<file path="src/rtl/mfa_pkg.sv">
package mfa_pkg;
  typedef enum logic [1:0] {
    MODE_INT  = 2'd0,
    MODE_CONT = 2'd1,
    MODE_ONCE = 2'd2,
    MODE_RSVD = 2'd3
  } sref_mode_e;
endpackage

</file>
<file path="src/rtl/mfa_edge.sv">
module mfa_edge (
  input  logic clk,
  input  logic rst_n,
  input  logic sysref_in,
  output logic rise
);
  logic prev_q;

  always_ff @(posedge clk or negedge rst_n) begin
    if (!rst_n) prev_q <= 1'b0;
    else        prev_q <= sysref_in;
  end

  assign rise = sysref_in & ~prev_q;


  edge_single_chk: assert property (@(posedge clk) disable iff (!rst_n)
    rise |=> !rise);
endmodule

</file>
<file path="src/rtl/mfa_counter.sv">
module mfa_counter #(
  parameter int CNT_W = 8
) (
  input  logic             clk,
  input  logic             rst_n,
  input  logic [CNT_W-1:0] period,
  input  logic             restart,
  input  logic             realign,
  output logic             zero
);
  localparam int EW = CNT_W + 1;

  logic [CNT_W-1:0] cnt_q, cnt_d;
  logic [EW-1:0]    inc_w;
  logic             wrap, tiny;

  assign inc_w = {1'b0, cnt_q} + EW'(1);
  assign wrap  = inc_w >= {1'b0, period};
  assign tiny  = {1'b0, period} <= EW'(1);

  always_comb begin
    if (restart)      cnt_d = '0;
    else if (realign) cnt_d = tiny ? '0 : CNT_W'(1);
    else if (wrap)    cnt_d = '0;
    else              cnt_d = inc_w[CNT_W-1:0];
  end

  always_ff @(posedge clk or negedge rst_n) begin
    if (!rst_n) cnt_q <= '0;
    else        cnt_q <= cnt_d;
  end

  assign zero = (cnt_q == '0);


  restart_zero_chk: assert property (@(posedge clk) disable iff (!rst_n)
    restart |=> zero);


  tiny_period_chk: assert property (@(posedge clk) disable iff (!rst_n)
    (tiny && $stable(period)) |=> zero);
endmodule

</file>
<file path="src/rtl/mfa_track.sv">
module mfa_track
  import mfa_pkg::*;
(
  input  logic       clk,
  input  logic       rst_n,
  input  logic [1:0] mode_sel,
  input  logic       sync_clr,
  input  logic       status_clr,
  input  logic       rise,
  input  logic       cnt_zero,
  output sref_mode_e mode_cur,
  output logic       restart,
  output logic       realign,
  output logic       ext_mode,
  output logic       seen,
  output logic       misaligned
);
  sref_mode_e mode_q;
  logic       seen_q, seen_d, seen_en;
  logic       mis_q, mis_d, mis_en;
  logic       mode_chg, take, bad;

  assign mode_chg = (mode_sel != mode_q);
  assign restart  = sync_clr | mode_chg;
  assign ext_mode = (mode_q == MODE_CONT) || (mode_q == MODE_ONCE);
  assign take     = !restart && rise && ext_mode;
  assign realign  = take && ((mode_q == MODE_CONT) || !seen_q);
  assign bad      = take && seen_q && !cnt_zero;

  always_comb begin
    seen_en = restart | take;
    seen_d  = !restart;
    mis_en  = sync_clr | bad | status_clr;
    if (sync_clr) mis_d = 1'b0;
    else if (bad) mis_d = 1'b1;
    else          mis_d = 1'b0;
  end

  always_ff @(posedge clk or negedge rst_n) begin
    if (!rst_n) begin
      mode_q <= MODE_INT;
      seen_q <= 1'b0;
      mis_q  <= 1'b0;
    end else begin
      if (mode_chg) mode_q <= sref_mode_e'(mode_sel);
      if (seen_en)  seen_q <= seen_d;
      if (mis_en)   mis_q  <= mis_d;
    end
  end

  assign mode_cur   = mode_q;
  assign seen       = seen_q;
  assign misaligned = mis_q;


  mis_cause_chk: assert property (@(posedge clk) disable iff (!rst_n)
    $rose(misaligned) |-> $past(rise && seen_q && !cnt_zero));


  int_no_capture_chk: assert property (@(posedge clk) disable iff (!rst_n)
    (!ext_mode && !mode_chg) |=> !seen);
endmodule

</file>
<file path="src/rtl/mfclk_align.sv">
module mfclk_align #(
  parameter int CNT_W = 8
) (
  input  logic             clk,
  input  logic             rst_n,
  input  logic             sync_clr,
  input  logic [1:0]       mode_sel,
  input  logic [CNT_W-1:0] period,
  input  logic             sysref_in,
  input  logic             status_clr,
  output logic             lmfc_strobe,
  output logic             lmfc_valid,
  output logic             sysref_seen,
  output logic             sysref_misaligned
);
  import mfa_pkg::*;

  logic       rise, restart, realign, ext_mode, zero;
  sref_mode_e mode_cur;

  mfa_edge u_edge (
    .clk       (clk),
    .rst_n     (rst_n),
    .sysref_in (sysref_in),
    .rise      (rise)
  );

  mfa_track u_track (
    .clk        (clk),
    .rst_n      (rst_n),
    .mode_sel   (mode_sel),
    .sync_clr   (sync_clr),
    .status_clr (status_clr),
    .rise       (rise),
    .cnt_zero   (zero),
    .mode_cur   (mode_cur),
    .restart    (restart),
    .realign    (realign),
    .ext_mode   (ext_mode),
    .seen       (sysref_seen),
    .misaligned (sysref_misaligned)
  );

  mfa_counter #(.CNT_W(CNT_W)) u_cnt (
    .clk     (clk),
    .rst_n   (rst_n),
    .period  (period),
    .restart (restart),
    .realign (realign),
    .zero    (zero)
  );

  assign lmfc_valid  = !ext_mode | sysref_seen;
  assign lmfc_strobe = lmfc_valid & zero;


  hold_off_chk: assert property (@(posedge clk) disable iff (!rst_n)
    (ext_mode && !sysref_seen) |-> !lmfc_strobe);


  once_locked_chk: assert property (@(posedge clk) disable iff (!rst_n)
    (mode_cur == MODE_ONCE && sysref_seen) |-> !realign);
endmodule

</file>
<file path="config.mk">
export PLATFORM = sky130hd
export DESIGN_NAME = mfclk_align
export DESIGN_NICKNAME = d
export VERILOG_FILES = /design/src/rtl/mfa_pkg.sv /design/src/rtl/mfa_edge.sv /design/src/rtl/mfa_counter.sv /design/src/rtl/mfa_track.sv /design/src/rtl/mfclk_align.sv
export SDC_FILE = /design/constraint.sdc
export NUM_CORES = 1
export LEC_CHECK = 0
export BUFFER_PORTS_ARGS = -buffer_cell sky130_fd_sc_hd__buf_2
export CAP_MARGIN = 20
export CORE_MARGIN = 4
export CORE_UTILIZATION = 30
export CTS_CLUSTER_SIZE = 16
export DETAILED_ROUTE_END_ITERATION = 16
export PLACE_DENSITY = 0.55
export SYNTH_ARGS = -nofsm -noshare
export SYNTH_HDL_FRONTEND = slang
export SYNTH_HIERARCHICAL = 1
export SYNTH_SLANG_ARGS = --single-unit
</file>
<file path="constraint.sdc">
create_clock -name clk -period 3.1 [get_ports clk]
set_clock_uncertainty 0.15 [all_clocks]
set_input_delay 0.62 -clock clk [delete_from_list [all_inputs] [get_ports clk]]
set_output_delay 0.62 -clock clk [all_outputs]
set_load 0.05 [all_outputs]
</file>
; Word-level counts from Yosys, hierarchy flattened
; Cells that the tools add are included.
[totals]
ff_bits = 13
inputBits = 15
out_inout_bits = 4
[op_classes]
add_sub_neg = 1
order_cmp = 2
eq_ne = 3
n_mux = 6
bitwise_logic = 8
n_reduce_logical = 12
[ops]
columns = cell, count
row1 = $mux 8, 3
row2 = $add 8x1->9 const B, 1
row3 = $ge 9x8->1, 1
row4 = $le 8x1->1 const B, 1
row5 = $logic_not 8->1, 1
row6 = $logic_and 1x1->1, 5
row7 = $or 1x1->1, 5
row8 = $logic_not 1->1, 4
row9 = $mux 1, 3
row10 = $and 1x1->1, 2
row11 = $eq 2x1->1 const B, 1
row12 = $eq 2x2->1 const B, 1
row13 = $logic_or 1x1->1, 2
row14 = $ne 2x2->1, 1
row15 = $not 1->1, 1

; Logic depth before layout (Yosys ltp)
; Gate-level depths: netlist of run 1.
[depth]
word_depth = 9
mapped_depth = 9

; Cells and area by module
; The synthesis of run 1 kept the hierarchy.
[by_module_without_submodules]
columns = module, n_inst, cells_each, area_per_inst_um2
row1 = mfa_counter, 1, 71, 666.9
row2 = mfa_track, 1, 20, 201.4
row3 = mfa_edge, 1, 2, 38.8
row4 = mfclk_align, 1, 2, 22.5

; Worst setup path before layout of run 1
; No wires, ideal clock.
[synth_path]
path_kind = register to output
startpoint = reg u_cnt.cnt_q[0]
endpoint = out lmfc_strobe
arrival_ns = 1.601
slack_ns = 0.729
path_stages_with_launch = 6
n_path_buf = 0
cell_sequence = dfrtp_1 -> inv_1 -> ha_1 -> or4b_1 -> nor4_1 -> and2_4
[synth_via]
elab_chain_cells = 2
[synth_rtl]
columns = element, line
row1 = "start, declared", mfa_counter.sv:13  ; logic [CNT_W-1:0] cnt_q, cnt_d;
row2 = "start signal, assigned", mfa_counter.sv:30  ; else cnt_q <= cnt_d;
row3 = $logic_not 8->1, mfa_counter.sv:33  ; assign zero = (cnt_q == '0);
row4 = net zero, mfclk_align.sv:18  ; logic rise, restart, realign, ext_mode, zero;
row5 = $and 1x1->1, mfclk_align.sv:54  ; assign lmfc_strobe = lmfc_valid & zero;
row6 = "end, declared", mfclk_align.sv:11  ; output logic lmfc_strobe,
; The timed path passes the listed nets, and every way through them passes these cells.

; Worst setup path after layout of run 1
; Ends and elaborated chain as after synthesis.

==> results of run 1 <==
[power groups by stage]
stage | logic [mW] | registers, mW | clock network [mW]
after floorplan | 0.0435 | 0.180 | 0
after CTS | 0.0665 | 0.176 | 0.110
final | 0.0652 | 0.176 | 0.103
after global placement | 0.0658 | 0.179 | 0
after global routing | 0.0737 | 0.177 | 0.119
after detailed placement | 0.0660 | 0.180 | 0
[layout by cell type (no fill, tap or decap)]
master     n
a21o_1     3
a21oi_1    1
a22oi_1    1
a31oi_1    1
and2_4     1
and3_1     1
and4_1     1
buf_2     18
clkbuf_4   3
clkinv_2   1
dfrtp_1   13
ha_1      11
inv_1     14
nand2_1    5
nand2_2    1
nand2b_1   1
nand2b_4   1
nand3_1    4
nand3b_1   1
nand4_1    2
nor2_1     6
nor2b_4    1
nor3_1     2
nor3b_1    3
nor3b_2    3
nor4_1     2
o21ai_1    1
o21ai_2    1
o31a_1     1
o41ai_2    1
or3_4      1
or4b_1     1
xnor2_1    3
xnor2_2    1
xor2_1     4
[synth_stat cells]
cell type / n
or3_4: 1
clkbuf_1: 2
nor3_1: 2
o31a_1: 1
xnor2_2: 1
nand2b_4: 1
a22oi_1: 1
and3_1: 1
nor3b_1: 3
and2_4: 1
inv_1: 14
nor4_1: 2
o21ai_2: 1
dfrtp_1: 13
o21ai_1: 1
nor2_1: 6
nand2_1: 5
nor3b_2: 3
nand3b_1: 1
a31oi_1: 1
o41ai_2: 1
or4b_1: 1
nand2_2: 1
and4_1: 1
xor2_1: 4
a21o_1: 3
xnor2_1: 3
a21oi_1: 1
nand4_1: 2
nand3_1: 4
ha_1: 11
nor2b_4: 1
nand2b_1: 1
[flip-flops by register name, indices dropped and copies added (netlist names)]
signal,count
u_cnt/cnt_q,8
u_track/mode_cur,2
u_edge/prev_q,1
u_track/seen,1
u_track/misaligned,1
[worst min-delay path by stage]
stage	from	endpoint	slack, ns	depth (start not counted)
floorplan	rst_n	u_cnt/cnt_q[0]	0.17	0
global placement	u_track/misaligned	u_track/misaligned	0.31	2
finish	rst_n	u_track/seen	0.07	1
global route	rst_n	u_edge/prev_q	0.08	1
detailed placement	u_track/misaligned	u_track/misaligned	0.33	2
CTS	rst_n	u_track/misaligned	0.07	1
[logic make-up after synthesis]
kind of cell,count (synthesis)
AO/OA/AOI/OAI,10
XOR/XNOR,8
adder cells (fa/ha/maj),11
buffers and inverters,16
flip-flops,13
AND/OR/NAND/NOR,37
[area by class of cell]
cell class	instances	area [um2]
fillers	293	1770
multi-input cells	66	544
flip-flops and latches	13	325
repair buffers	18	90.1
inverters	14	52.6
well taps	31	38.8
clock buffers	3	22.5
clock inverters	1	5.00
[metrics by stage]
| step | setup WS, ns | cells | power (mW) | hold slack (ns) |
|---|---|---|---|---|
| 6_report | 0.119 | 146 | 0.344 | 0.0661 |
| 5_1_grt | 0.0216 | 146 | 0.370 | 0.0790 |
| 4_1_cts | 0.111 | 146 | 0.353 | 0.0694 |
| 3_5_place_dp | 0.423 | 142 | 0.246 | 0.326 |
| 3_3_place_gp | 0.472 | 142 | 0.245 | 0.311 |
| 2_1_floorplan | 0.729 | 95 | 0.223 | 0.174 |
[per-layer routing]
layer  wire [um]  track usage [%]  up-vias
met5           0                0        -
met4           0             1.62        0
met3          53             3.73        0
met2         927             16.8        7
met1         739             10.6      341
li1            -                -      368
==> results.txt, run 1 <==
H-tree depth - 1
Die Width - 63.7 um
Sequential fraction of the synthesis area - 35.0%
Combinational share of power - 18.9%
Setup Buffers After CTS - 0
Port-buffer cells - 18
Cell accounting for the most synthesized area - dfrtp_1
Fraction of layout instances using a drive strength above 1 - 28.7%
NetSw - 98.4 uW
Critical Path, Cell by Cell - inv_1 > ha_1 > or4b_1 > nor4_1 > and2_4 > buf_2
Fin nets - 142
R2R Setup Slk - 0.65 ns
Antenna violations before repair - 0
Slew HR - 68.3%
Post-synthesis simple-gate area fraction - 26.8%
XOR/XNOR share of the synthesized area - 8.34%
Detailed-route via count - 716
Critical path class - reg -> out
Area contributors post-synth - dfrtp_1 (35%), ha_1 (15%), inv_1 (5.7%)
Clock power share - 29.9%
Synthesis-to-finish area growth - 16.0%
DRT Wirelength - 1720 um
Synth Warn # - 6
Switching share of power - 28.6%
Site Rows - 19
Post-cts gate resize count - 0
Cell family with most CP delay - simple AND/OR/NAND/NOR gates
Die area - 4050 um2
Max Root-Sink Buffers - 2
Antenna Diode Count - 0
GPL Wtd Cong - 0.786
Complex-gate fraction of the synthesized area - 8.61%
Die Span Y - 63.7 um
CP Launch Type - register
Period utilisation layout - 96.2%
FF-to-FF Start - u_cnt/cnt_q[0]
Crit. End Element - output port
CP endpoint - lmfc_strobe
Main combinational cell family by area after synthesis - simple AND/OR/NAND/NOR gates
Reg2reg path depth - 9
Outcome - completed
Worst-Margin Slew - 0.471 ns
Core area - 2850 um2
Layout Utilization - 37.8%
Internal power - 246 uW
Final hold viol count - 0
Pwr dens - 319 nW/um2
Synth Register Bits - 13
TritonCTS Sinks - 13
DP Wirelength - 1450 um
Vias per inst - 4.90
CP max stage delay - 0.45 ns
Initial Util - 32.6%
First-pass iteration count of the detailed router - 4
Yosys cell types - 33
CTS Hold Bufs - 0
Buf+Inv Stages, Crit Path - 2
Largest net degree at the start of global routing - 14
Setup crit start - u_cnt/cnt_q[0]
Routed len/inst - 11.8 um
Later-pin clock latency in the skew report - 0.27 ns
Vias in the first global route - 703
VDD IR-drop max - 0.000195 V
Critical path's slowest cell - dfrtp_1
CP Max Fanout - 6
IO Count - 19
Sequential fraction of design power - 51.1%
Final min period - 2.98 ns
Syn nets - 121
Leak Pwr - 0.580 nW
Antenna Nets Post-Route - 0
Mean post-synth cell area - 9.79 um2
Crit path required time - 2.33 ns
Worst endpoint data arrival time - 2.21 ns
GRT Overall Usage - 9.42%
Area of the mapped netlist - 930 um2
Multiplexer area fraction after synthesis - 0%
Fmax - 335 MHz
Post-synthesis adder-cell area fraction - 14.8%
Total CTS buffers - 3
CTS root buffer - clkbuf_4
Max_cap viols - 0
Post-route DRC - 0
Setup Viol. Count Final - 0
Slew Limit Fails - 0
Final instance area - 1080 um2
First-iteration detailed-routing DRC count - 9
Worst-path clk slew - 0.08 ns
Final setup TNS - 0 ns
GRT Residual Overflow - 0
First-pass GRT wire length - 3020 um
Min-delay worst type - in -> async
Reg-to-Reg End - u_cnt/cnt_q[2]
CTS tree - done
RSZ-0062 raised after global routing - false
Placed inst area - 1050 um2
Critical path depth in cells - 6
Gate Count Post-Synth - 95
Share of the synthesized area in the top cell type - 35.0%
Note: power is estimated with default switching activity, not from simulation.
==> run 2: changes to the inputs <==
clock period = 3.35 ns   (was 3.1 ns; I/O delays follow)
==> results.txt, run 2 (synthesis results as in run 1) <==
CTS Hold Bufs - 0
Later-pin clock latency in the skew report - 0.27 ns
Worst-path clk slew - 0.08 ns
Internal power - 230 uW
First-iteration detailed-routing DRC count - 3
Vias per inst - 4.88
Setup Buffers After CTS - 0
Outcome - completed
GRT Residual Overflow - 0
Clock power share - 29.7%
Max_cap viols - 0
Vias in the first global route - 745
Initial Util - 32.6%
Fin nets - 142
Antenna Nets Post-Route - 0
Global route hottest layer - met2
Commonest non-fill, non-tap cell in the layout - buf_2
RSZ-0062 raised after global routing - false
Die Width - 63.7 um
Worst endpoint data arrival time - 2.18 ns
Crit. End Element - output port
Final min period - 3.00 ns
CP Launch Type - register
Port-buffer cells - 18
First-pass GRT wire length - 3240 um
First-pass iteration count of the detailed router - 4
Slew Limit Fails - 0
H-tree depth - 1
Placed inst area - 1050 um2
Site Rows - 19
DP Wirelength - 1510 um
DRT Wirelength - 1790 um
Sequential fraction of design power - 51.2%
Final instance area - 1080 um2
Post-route DRC - 0
Most flops, register - u_cnt/cnt_q
Die area - 4050 um2
Fmax - 334 MHz
Layout Utilization - 37.8%
VDD IR-drop max - 0.000123 V
Antenna Diode Count - 0
Switching share of power - 27.8%
Routed len/inst - 12.3 um
Core area - 2850 um2
Largest net degree at the start of global routing - 14
Pwr dens - 295 nW/um2
Detailed-route via count - 712
Most frequent cells in the layout - buf_2 (18), inv_1 (14), dfrtp_1 (13)
TritonCTS Sinks - 13
Critical path class - reg -> out
Synthesis-to-finish area growth - 15.9%
IO Count - 19
Combinational share of power - 19.1%
Met3 usage - 3.73%
Antenna violations before repair - 0
Min-delay worst type - in -> async
Post-cts gate resize count - 0
Max reg flops - 8
Leak Pwr - 0.577 nW
GPL Wtd Cong - 0.779
NetSw - 88.6 uW
CTS root buffer - clkbuf_4
GRT Overall Usage - 10.1%
Final hold viol count - 0
Period utilisation layout - 89.4%
Slew HR - 70.9%
CP Max Fanout - 6
Crit path required time - 2.53 ns
GR Util met2 - 17.5%
Setup Viol. Count Final - 0
Max Root-Sink Buffers - 2
Total CTS buffers - 3
CTS tree - done
Final setup TNS - 0 ns
Fraction of layout instances using a drive strength above 1 - 27.8%
Die Span Y - 63.7 um
Worst-Margin Slew - 0.433 ns
Met1 Use GR - 12.2%
==> run 2: path summary, 6_finish.rpt <==
path,to,slack (ns),cells past startpoint,startpoint
setup / recovery,lmfc_strobe,0.35,6,u_cnt/cnt_q[0]
hold / removal,u_track/seen,0.12,1,rst_n
setup reg to reg,u_cnt/cnt_q[0],0.90,9,u_cnt/cnt_q[0]
hold reg to reg,u_track/misaligned,0.34,2,u_track/misaligned
max in group asynchronous,u_track/mode_cur[1],2.70,1,rst_n
min in group clk,u_track/misaligned,0.34,2,u_track/misaligned
==> run 2: worst max-delay path, cell delays in order, from the launching register on <==
cell	delay [ns]
dfrtp_1	0.44
inv_1	0.08
ha_1	0.14
or4b_1	0.43
nor4_1	0.35
and2_4	0.22
buf_2	0.25
==> run 2: per-stage QoR <==
step	instances	power, mW	worst slack, ns	hold WS [ns]
final	146	0.318	0.355	0.118
after global routing	146	0.340	0.141	0.140
after CTS	146	0.328	0.324	0.114
after detailed placement	142	0.228	0.632	0.330
after global placement	142	0.227	0.671	0.311
after floorplan	95	0.206	0.929	0.224
==> run 2: final cells by class <==
| cell class | count | area (um2) |
|---|---|---|
| flip-flops and latches | 13 | 325 |
| well taps | 31 | 38.8 |
| repair buffers | 18 | 90.1 |
| fillers | 308 | 1780 |
| inverters | 14 | 52.6 |
| multi-input cells | 66 | 544 |
| clock buffers | 4 | 26.3 |
==> run 2: power by group through the flow <==
stage | clock [mW] | combinational (mW) | sequential [mW]
finish | 0.0945 | 0.0608 | 0.163
global route | 0.107 | 0.0694 | 0.163
CTS | 0.103 | 0.0624 | 0.163
detailed placement | 0 | 0.0620 | 0.166
global placement | 0 | 0.0608 | 0.166
floorplan | 0 | 0.0402 | 0.166
==> run 2: per-layer routing <==
| metal | up-vias | wire (um) |
|---|---|---|
| met3 | 0 | 38 |
| met4 | 0 | 0 |
| met1 | 342 | 776 |
| met2 | 3 | 977 |
| met5 | - | 0 |
| li1 | 367 | - |
==> run 3: changes to the inputs <==
==> constraint.sdc (replaced) <==
create_clock -name clk -period 3.35 [get_ports clk]
set_clock_uncertainty 0.15 [all_clocks]
set_input_delay 0.1675 -clock clk [delete_from_list [all_inputs] [get_ports clk]]
set_output_delay 0.1675 -clock clk [all_outputs]
set_load 0.05 [all_outputs]
==> results.txt, run 3 (synthesis results as in run 1) <==
Outcome - completed
Clock power share - 29.9%
Most frequent cells in the layout - buf_2 (18), inv_1 (14), dfrtp_1 (13)
DRT Wirelength - 1770 um
Min-delay worst type - in -> reg
Combinational share of power - 20.0%
Buf+Inv Stages, Crit Path - 2
Final min period - 2.52 ns
Most flops, register - u_cnt/cnt_q
Fmax - 397 MHz
NetSw - 91.9 uW
CTS root buffer - clkbuf_4
Worst-path clk slew - 0.09 ns
Pwr dens - 289 nW/um2
GRT Overall Usage - 9.50%
Later-pin clock latency in the skew report - 0.28 ns
Worst endpoint data arrival time - 2.20 ns
Switching share of power - 28.2%
DP Wirelength - 1480 um
Vias per inst - 4.86
Reg2reg path depth - 9
Cell family with most CP delay - simple AND/OR/NAND/NOR gates
RSZ-0062 raised after global routing - false
Antenna violations before repair - 0
Critical path's slowest cell - dfrtp_1
IO Count - 19
Fin nets - 147
Critical path class - reg -> out
Die Span Y - 63.7 um
Synthesis-to-finish area growth - 21.3%
First-pass iteration count of the detailed router - 4
Max reg flops - 8
First-iteration detailed-routing DRC count - 18
Period utilisation layout - 75.1%
Largest net degree at the start of global routing - 14
Post-cts gate resize count - 0
# fillers - 290
Max Root-Sink Buffers - 2
Slew Limit Fails - 0
First-pass GRT wire length - 3100 um
Sequential Area - 325 um2
Worst hold slack - 0.0160 ns
Multi-input gate area - 544 um2
Setup Viol. Count Final - 0
Leak Pwr - 0.598 nW
Die Width - 63.7 um
Sequential fraction of design power - 50.1%
Commonest non-fill, non-tap cell in the layout - buf_2
H-tree depth - 1
Detailed-route via count - 734
Site Rows - 19
GRT Residual Overflow - 0
Crit path required time - 3.03 ns
Vias in the first global route - 723
GPL Wtd Cong - 0.787
Antenna Diode Count - 0
CTS tree - done
TritonCTS Sinks - 13
Worst-Margin Slew - 0.462 ns
VDD IR-drop max - 0.000197 V
Fraction of layout instances using a drive strength above 1 - 26.7%
Slew HR - 68.9%
Final hold viol count - 0
Internal power - 233 uW
Critical path depth in cells - 6
Max_cap viols - 0
Core area - 2850 um2
Critical Path, Cell by Cell - inv_1 > ha_1 > or4b_1 > nor4_1 > and2_4 > buf_2
Crit. End Element - output port
Routed len/inst - 11.7 um
Port-buffer cells - 18
Die area - 4050 um2
CP max stage delay - 0.43 ns
CP Max Fanout - 6
Antenna Nets Post-Route - 0
CP Launch Type - register
Hold path depth - 4
Final setup TNS - 0 ns
Total CTS buffers - 3
Post-route DRC - 0
Layout Utilization - 39.5%
Initial Util - 32.6%
run 3: changes by cell type in the layout (fill, tap and decap cells not counted):
cell	change
dlygate4sd3_1	+5
run 3: final timing paths:
kind | startpoint | end | slack (ns)
setup reg to reg | u_cnt/cnt_q[0] | u_cnt/cnt_q[4] | 0.93
min in group asynchronous | rst_n | u_edge/prev_q | 0.14
setup / recovery | u_cnt/cnt_q[0] | lmfc_strobe | 0.83
hold / removal | sync_clr | u_track/misaligned | 0.02
hold reg to reg | u_track/misaligned | u_track/misaligned | 0.33
max in group asynchronous | rst_n | u_cnt/cnt_q[1] | 2.67
run 3: cell type report:
cell class	instances	area share, %
well taps	31	3.44
flip-flops and latches	13	28.9
clock buffers	4	2.33
repair buffers	23	12.4
inverters	14	4.66
multi-input cells	66	48.3
run 3: power groups by stage:
stage	Sequential [mW]	Clock, mW	Combinational (mW)
after CTS	0.163	0.102	0.0667
after global placement	0.166	0	0.0610
after detailed placement	0.166	0	0.0619
after floorplan	0.166	0	0.0402
after global routing	0.163	0.112	0.0739
final	0.163	0.0972	0.0652
run 3: worst reg2reg max path, delay by kind of cell, from the launching register on:
family / cells / cell delay [ns]
xor+xnor: 1 / 0.19
compound gates: 2 / 0.35
simple gates: 4 / 0.74
flops: 1 / 0.43
fa+ha+maj: 2 / 0.48
run 3: per-stage QoR:
| step | power [mW] | cell area (um2) | setup slack [ns] | instances |
|---|---|---|---|---|
| 2_1_floorplan | 0.206 | 930 | 1.17 | 95 |
| 3_3_place_gp | 0.227 | 1050 | 0.994 | 142 |
| 3_5_place_dp | 0.228 | 1050 | 0.941 | 142 |
| 4_1_cts | 0.332 | 1130 | 0.785 | 151 |
| 5_1_grt | 0.349 | 1130 | 0.706 | 151 |
| 6_report | 0.325 | 1130 | 0.833 | 151 |
run 3: per-layer routing:
| metal | part of all wire, % | GRT usage (%) | vias up |
|---|---|---|---|
| li1 | - | - | 372 |
| met3 | 3.3 | 3.20 | 0 |
| met5 | 0 | 0 | - |
| met2 | 54 | 16.3 | 6 |
| met1 | 42 | 11.6 | 356 |
| met4 | 0 | 1.62 | 0 |
run 3: timing repair:
action,in CTS,in global routing
hold buffers,5,0
endpoints found under the hold margin,17,0
setup buffers,0,0
